## src/rtl/pmon_pkg.sv

```systemverilog
package pmon_pkg;

  // Width of one event group and of the unit mask.
  localparam int LINE_W = 8;
  localparam int CTL_W  = 32;

  // Control register bit positions.
  localparam int EVSEL_LO = 0;
  localparam int UMASK_LO = 8;
  localparam int CLR_BIT  = 17;
  localparam int EDGE_BIT = 18;
  localparam int OVEN_BIT = 20;
  localparam int EN_BIT   = 22;
  localparam int THR_LO   = 24;
  localparam int THR_W    = 5;

  typedef struct packed {
    logic [THR_W-1:0]  thresh;
    logic              enable;
    logic              ovfEn;
    logic              edgeMode;
    logic [LINE_W-1:0] umask;
    logic [7:0]        evSel;
  } ctl_fields_t;

  // Strobe bundle from control to datapath, one per counter.
  typedef struct packed {
    ctl_fields_t cfg;
    logic        clrCnt;
  } cnt_strobe_t;

  function automatic ctl_fields_t unpackCtl(input logic [CTL_W-1:0] w);
    ctl_fields_t f;
    f.evSel    = w[EVSEL_LO +: 8];
    f.umask    = w[UMASK_LO +: LINE_W];
    f.edgeMode = w[EDGE_BIT];
    f.ovfEn    = w[OVEN_BIT];
    f.enable   = w[EN_BIT];
    f.thresh   = w[THR_LO +: THR_W];
    return f;
  endfunction

  function automatic logic [CTL_W-1:0] packCtl(input ctl_fields_t f);
    logic [CTL_W-1:0] w;
    w = '0;
    w[EVSEL_LO +: 8]      = f.evSel;
    w[UMASK_LO +: LINE_W] = f.umask;
    w[EDGE_BIT]           = f.edgeMode;
    w[OVEN_BIT]           = f.ovfEn;
    w[EN_BIT]             = f.enable;
    w[THR_LO +: THR_W]    = f.thresh;
    return w;
  endfunction

endpackage

```

## src/rtl/pmon_ctrl.sv

```systemverilog
module pmon_ctrl
  import pmon_pkg::*;
#(
  parameter int NUM_CNT = 2,
  parameter int CNT_W   = 48,
  parameter int DATA_W  = 64,
  parameter int ADDR_W  = 3
) (
  input  logic                              clk,
  input  logic                              rstN,
  input  logic                              regWr,
  input  logic [ADDR_W-1:0]                 regAddr,
  input  logic [DATA_W-1:0]                 regWdata,
  input  logic [NUM_CNT-1:0]                ovfCarry,
  input  logic [NUM_CNT-1:0][CNT_W-1:0]     cntVal,
  output cnt_strobe_t [NUM_CNT-1:0]         strobeBus,
  output logic [DATA_W-1:0]                 rdData,
  output logic                              excOut
);

  localparam logic [ADDR_W-1:0] STAT_ADDR = '0;

  ctl_fields_t [NUM_CNT-1:0] ctlReg;
  logic [NUM_CNT-1:0]        statusBits;
  logic [NUM_CNT-1:0]        wrCtl;
  logic [NUM_CNT-1:0]        ovfReport;
  logic [NUM_CNT-1:0]        clrMask;
  logic                      wrStat;

  assign wrStat = regWr && (regAddr == STAT_ADDR);

  // Per-counter decode: control write select, clear strobe, report gating.
  for (genvar i = 0; i < NUM_CNT; i++) begin : g_dec
    assign wrCtl[i]            = regWr && (regAddr == ADDR_W'(1 + i));
    assign strobeBus[i].cfg    = ctlReg[i];
    assign strobeBus[i].clrCnt = wrCtl[i] && regWdata[CLR_BIT];
    assign ovfReport[i]        = ovfCarry[i] && ctlReg[i].ovfEn;

    always_ff @(posedge clk or negedge rstN) begin
      if (!rstN) begin
        ctlReg[i] <= '0;
      end else if (wrCtl[i]) begin
        ctlReg[i] <= unpackCtl(regWdata[CTL_W-1:0]);
      end
    end
  end

  // Write-one-to-clear, new overflow wins over a clear on the same edge.
  assign clrMask = wrStat ? regWdata[NUM_CNT-1:0] : '0;

  always_ff @(posedge clk or negedge rstN) begin
    if (!rstN) begin
      statusBits <= '0;
      excOut     <= 1'b0;
    end else begin
      statusBits <= (statusBits & ~clrMask) | ovfReport;
      excOut     <= |ovfReport;
    end
  end

  // Combinational read mux.
  always_comb begin
    rdData = '0;
    if (regAddr == STAT_ADDR) begin
      rdData[NUM_CNT-1:0] = statusBits;
    end
    for (int i = 0; i < NUM_CNT; i++) begin
      if (regAddr == ADDR_W'(1 + i)) begin
        rdData[CTL_W-1:0] = packCtl(ctlReg[i]);
      end
      if (regAddr == ADDR_W'(1 + NUM_CNT + i)) begin
        rdData[CNT_W-1:0] = cntVal[i];
      end
    end
  end

endmodule

```

## src/rtl/pmon_dpath.sv

```systemverilog
module pmon_dpath
  import pmon_pkg::*;
#(
  parameter int NUM_CNT = 2,
  parameter int NUM_GRP = 8,
  parameter int CNT_W   = 48,
  localparam int EVT_W  = NUM_GRP * LINE_W,
  localparam int INC_W  = $clog2(LINE_W + 1)
) (
  input  logic                          clk,
  input  logic                          rstN,
  input  logic [EVT_W-1:0]              evtLines,
  input  cnt_strobe_t [NUM_CNT-1:0]     strobeBus,
  output logic [NUM_CNT-1:0][CNT_W-1:0] cntVal,
  output logic [NUM_CNT-1:0]            ovfCarry
);

  for (genvar i = 0; i < NUM_CNT; i++) begin : g_cnt
    ctl_fields_t       cfg;
    logic [LINE_W-1:0] grpLines;
    logic [INC_W-1:0]  inc;
    logic              hitRaw;
    logic              prevHit;
    logic              qualHit;
    logic [INC_W-1:0]  step;
    logic [CNT_W:0]    sum;

    assign cfg = strobeBus[i].cfg;

    // Group select: codes beyond the last group select nothing.
    always_comb begin
      grpLines = '0;
      for (int g = 0; g < NUM_GRP; g++) begin
        if (cfg.evSel == 8'(g)) begin
          grpLines = evtLines[g*LINE_W +: LINE_W];
        end
      end
    end

    // Number of masked lines that are high.
    always_comb begin
      inc = '0;
      for (int b = 0; b < LINE_W; b++) begin
        inc = inc + INC_W'(grpLines[b] & cfg.umask[b]);
      end
    end

    // Threshold stage, then the optional rising-edge stage.
    always_comb begin
      if (cfg.thresh == '0) begin
        hitRaw = (inc != '0);
      end else begin
        hitRaw = (THR_W'(inc) >= cfg.thresh);
      end
      qualHit = cfg.edgeMode ? (hitRaw && !prevHit) : hitRaw;
      if ((cfg.thresh == '0) && !cfg.edgeMode) begin
        step = inc;
      end else begin
        step = INC_W'(qualHit);
      end
      sum = {1'b0, cntVal[i]} + (CNT_W+1)'(step);
    end

    assign ovfCarry[i] = sum[CNT_W] && cfg.enable && !strobeBus[i].clrCnt;

    always_ff @(posedge clk or negedge rstN) begin
      if (!rstN) begin
        cntVal[i] <= '0;
        prevHit   <= 1'b0;
      end else begin
        prevHit <= hitRaw;
        if (strobeBus[i].clrCnt) begin
          cntVal[i] <= '0;
        end else if (cfg.enable) begin
          cntVal[i] <= sum[CNT_W-1:0];
        end
      end
    end
  end

endmodule

```

## src/rtl/pmon_pair_top.sv

```systemverilog
module pmon_pair_top
  import pmon_pkg::*;
#(
  parameter int NUM_CNT = 2,
  parameter int NUM_GRP = 8,
  parameter int CNT_W   = 48,
  parameter int DATA_W  = 64,
  localparam int ADDR_W = $clog2(2 * NUM_CNT + 1),
  localparam int EVT_W  = NUM_GRP * LINE_W
) (
  input  logic              clk,
  input  logic              rstN,
  input  logic              regWr,
  input  logic [ADDR_W-1:0] regAddr,
  input  logic [DATA_W-1:0] regWdata,
  input  logic [EVT_W-1:0]  evtLines,
  output logic [DATA_W-1:0] rdData,
  output logic              excOut
);

  cnt_strobe_t [NUM_CNT-1:0]     strobeBus;
  logic [NUM_CNT-1:0][CNT_W-1:0] cntVal;
  logic [NUM_CNT-1:0]            ovfCarry;

  pmon_ctrl #(
    .NUM_CNT(NUM_CNT),
    .CNT_W  (CNT_W),
    .DATA_W (DATA_W),
    .ADDR_W (ADDR_W)
  ) ctrl_i (
    .clk      (clk),
    .rstN     (rstN),
    .regWr    (regWr),
    .regAddr  (regAddr),
    .regWdata (regWdata),
    .ovfCarry (ovfCarry),
    .cntVal   (cntVal),
    .strobeBus(strobeBus),
    .rdData   (rdData),
    .excOut   (excOut)
  );

  pmon_dpath #(
    .NUM_CNT(NUM_CNT),
    .NUM_GRP(NUM_GRP),
    .CNT_W  (CNT_W)
  ) dpath_i (
    .clk      (clk),
    .rstN     (rstN),
    .evtLines (evtLines),
    .strobeBus(strobeBus),
    .cntVal   (cntVal),
    .ovfCarry (ovfCarry)
  );

endmodule

```

## config.mk

```make
export PLATFORM = sky130hd
export DESIGN_NAME = pmon_pair_top
export DESIGN_NICKNAME = d
export VERILOG_FILES = /design/src/rtl/pmon_pkg.sv /design/src/rtl/pmon_ctrl.sv /design/src/rtl/pmon_dpath.sv /design/src/rtl/pmon_pair_top.sv
export SDC_FILE = /design/constraint.sdc
export NUM_CORES = 1
export LEC_CHECK = 0
export CAP_MARGIN = 20
export CORE_MARGIN = 5
export CORE_UTILIZATION = 50
export CTS_CLUSTER_SIZE = 8
export DETAILED_ROUTE_END_ITERATION = 8
export DONT_BUFFER_PORTS = 1
export HOLD_SLACK_MARGIN = 0.03
export PLACE_DENSITY = 0.7
export SETUP_SLACK_MARGIN = 0.4
export SLEW_MARGIN = 15
export SYNTH_ARGS = -nofsm -noshare
export SYNTH_HDL_FRONTEND = slang
export SYNTH_HIERARCHICAL = 1
export SYNTH_SLANG_ARGS = --single-unit
```

## constraint.sdc

```tcl
create_clock -name clk -period 9.29 [get_ports clk]
set_input_delay 1.858 -clock clk [delete_from_list [all_inputs] [get_ports clk]]
set_output_delay 1.858 -clock clk [all_outputs]
set_load 0.02 [all_outputs]
```

==> results.yml <==
yosys:
  synth_area_leaders: "dfrtp_1, mux4_2, mux2_2, mux2i_1, a21oi_1"
  async_flop_share: 1.000
  yosysMostFrequentCell: "dfrtp_1"
  ys_warn_count: 6
  synth_top_area_frac: 0.3667
  ys_seq_area_frac: 0.3667
  ys_seq_elements: 149
  ys.flop_type: "dfrtp_1"
  yosysUniqueCellTypes: 63
  synth_enable_flop_cells: 0
  synth_cells: 1023
  yosysTopAreaCell: "dfrtp_1"
  yosys-top-cells-count: "dfrtp_1, nor2_1, a21oi_1"
  avgSynthCellArea_sq_um: 9.940
  netlist_area_sq_um: 10170
cts:
  insertion_delay_ps: 440
  root_buffer: "clkbuf_16"
  cts_tree: "yes"
  cts_setup_buffers: 0
  cts.clk_slew.worst_paths_ps: 70
  cts_buffer_depth: 2
  cts-resized-gates: 0
  cts.sinks: 149
  cts-hold-fix-buffers: 0
  h-tree-depth: 4
  cts_buffers: 17
sta:
  fin_hold_ws_ps: 508.0
  fin_ws_ps: 1136
  hold_viol_final: 0
  skew_ps: 14.20
  min_period_over_period: 0.8777
  max_freq_mhz: 122.6
  setup_viol: 0
  max_slew_margin: 0.2806
  worstMarginPinSlew_ps: 1079
  slew_viol_final: 0
  period_needed_ps: 8154
  tns_ps: 0
  rsz0062_at_grt: "no"
setup_path:
  worstSetupStartpointType: "input port"
  crit_type: "input port to flip-flop"
  endpoint_kind: "flip-flop"
  cpPeakStageDelay_ps: 620
  crit_top_cell: "fa_1"
  slowest_stage: "or4_1"
  required_ps: 9660
  crit_arrival_ps: 8520
  path_max_fanout: 16
routing:
  dr_total_vias: 8360
  first_pass_iters: 5
  drtIter0Drc: 809
  drt-total-wl_mm: 28.89
  drc: 0
  drt-vias-per-instance: 6.577
  routedWlPerCell_um: 22.73
  drtAntennaViolNets: 0
final_layout:
  fin_nets: 1154
  nFillCells: 1729
  seqCellArea_sq_um: 3729
  num_antenna_cells: 0
  multiInputGateArea_sq_um: 5904
  syn_to_final_growth_pct: 6.041
  stdcell_area_sq_um: 10780
  drive_above_1_share: 0.1319
place:
  dpl_cell_area_sq_um: 10200
  io_buffers: 0
  place.gp.congestion: 0.8773
  place_hpwl_mm: 20.48
  dp_slack_ps: 828.6
floorplanning:
  die_area_sq_um: 23290
  start_util: 0.5058
  rows: 52
  io_pins: 199
  die_h_um: 152.6
  core_area_sq_um: 20100
  die_w_um: 152.6
worst_hold_path:
  hp-class: "flip-flop to flip-flop"
status:
  status: "complete, no violations"
global_routing:
  top_usage_layer: "met2"
  antenna_found_initial: 0
  grt_pass1_wl_mm: 46.18
  grt_use_total: 0.2459
  grt_pass1_vias: 8061
  overflow: 0
  met1_usage: 0.3418
  grt_max_degree: 150
  gr-usage-met2: 0.3836
  grt_util_met3: 0.06362
power:
  ir_drop_mv: 0.1168
  powerDensity_nw_per_um2: 174.5
  power_mw: 1.881
  power.leakage_nw: 4.463
flow_run:
  max-cap-violations: 0
-- path summary, 6_finish.rpt --
path / startpoint / endpoint / slack [ps] / cells past startpoint
min in group asynchronous: rstN / dpath_i/cntVal[5] / 1130 / 0
hold reg to reg: ctrl_i/statusBits[0] / ctrl_i/statusBits[0] / 510 / 1
setup / recovery: evtLines[25] / dpath_i/cntVal[92] / 1140 / 25
setup reg to reg: ctrl_i/strobeBus[5] / ctrl_i/excOut / 1320 / 26
hold / removal: ctrl_i/statusBits[0] / ctrl_i/statusBits[0] / 510 / 1
max in group asynchronous: rstN / dpath_i/cntVal[73] / 7980 / 0
-- stage by stage --
| stage | utilization | std cells |
|---|---|---|
| global route | 0.5363 | 1271 |
| detailed placement | 0.5072 | 1239 |
| floorplan | - | 1038 |
| global placement | 0.5072 | 1239 |
| finish | 0.5363 | 1271 |
| CTS | 0.5363 | 1271 |
-- metal layers --
layer,vias to the layer above,wire [um],share of wire
met5,-,0,0
met4,0,555,0.019
met3,40,2690,0.093
met2,366,13430,0.46
met1,4198,12210,0.42
li1,3756,-,-
-- kinds of logic after synthesis --
family          after synthesis  synth area share
xor+xnor                     48           0.04134
buf+inv                     120           0.05845
compound gates              248            0.1624
flops                       149            0.3667
mux                         116            0.1543
other cells                   1         0.0003688
fa+ha+maj                    32           0.04676
simple gates                309            0.1697
-- worst max-delay path: cells and delay by family --
| kind | cells | cell delay, ps |
|---|---|---|
| adders and majority gates | 8 | 3150 |
| muxes | 1 | 450 |
| and+or+nand+nor | 2 | 760 |
| buffers and inverters | 4 | 270 |
| AOI/OAI and AO/OA | 10 | 2020 |
-- flip-flops by register name, indices dropped and copies added (netlist names) --
register,count
ctrl_i/excOut,1
ctrl_i/statusBits,2
ctrl_i/strobeBus,48
dpath_i/cntVal,96
dpath_i/g_cnt.prevHit,2
-- where the power goes --
part | internal (mW) | switching, mW | total, mW
Clock | 0.382 | 0.319 | 0.701
Sequential | 0.715 | 0.111 | 0.826
Combinational | 0.191 | 0.163 | 0.353
Total | 1.29 | 0.593 | 1.88
-- layout by cell type (no fill, tap or decap), types with 10 or more instances in the layout --
| master | n |
|---|---|
| dfrtp_1 | 149 |
| nor2_1 | 76 |
| a21oi_1 | 62 |
| o21ai_0 | 42 |
| inv_1 | 42 |
| mux2_2 | 37 |
| mux2i_1 | 36 |
| nand2_1 | 35 |
| nand3_1 | 33 |
| xor2_1 | 30 |
| a22o_1 | 29 |
| or3_1 | 29 |
| o22ai_1 | 26 |
| nand4_1 | 26 |
| or4_1 | 25 |
| a22oi_1 | 22 |
| ha_1 | 22 |
| mux4_2 | 21 |
| mux2_4 | 19 |
| xnor2_1 | 18 |
| o31ai_1 | 18 |
| clkbuf_16 | 17 |
| conb_1 | 16 |
| nor2b_1 | 14 |
| o2111ai_1 | 14 |
| nand2b_1 | 13 |
| nor3_1 | 11 |
| and3_1 | 10 |
| fa_1 | 10 |
-- layout make-up --
| type | count | share of cell area |
|---|---|---|
| multi-input cells | 769 | 0.5476 |
| flip-flops and latches | 149 | 0.3458 |
| clock buffers | 17 | 0.03945 |
| well taps | 270 | 0.03133 |
| clock inverters | 15 | 0.01497 |
| inverters | 42 | 0.01462 |
| repair buffers | 9 | 0.006266 |
No activity file was read; power rests on OpenSTA's default activity.
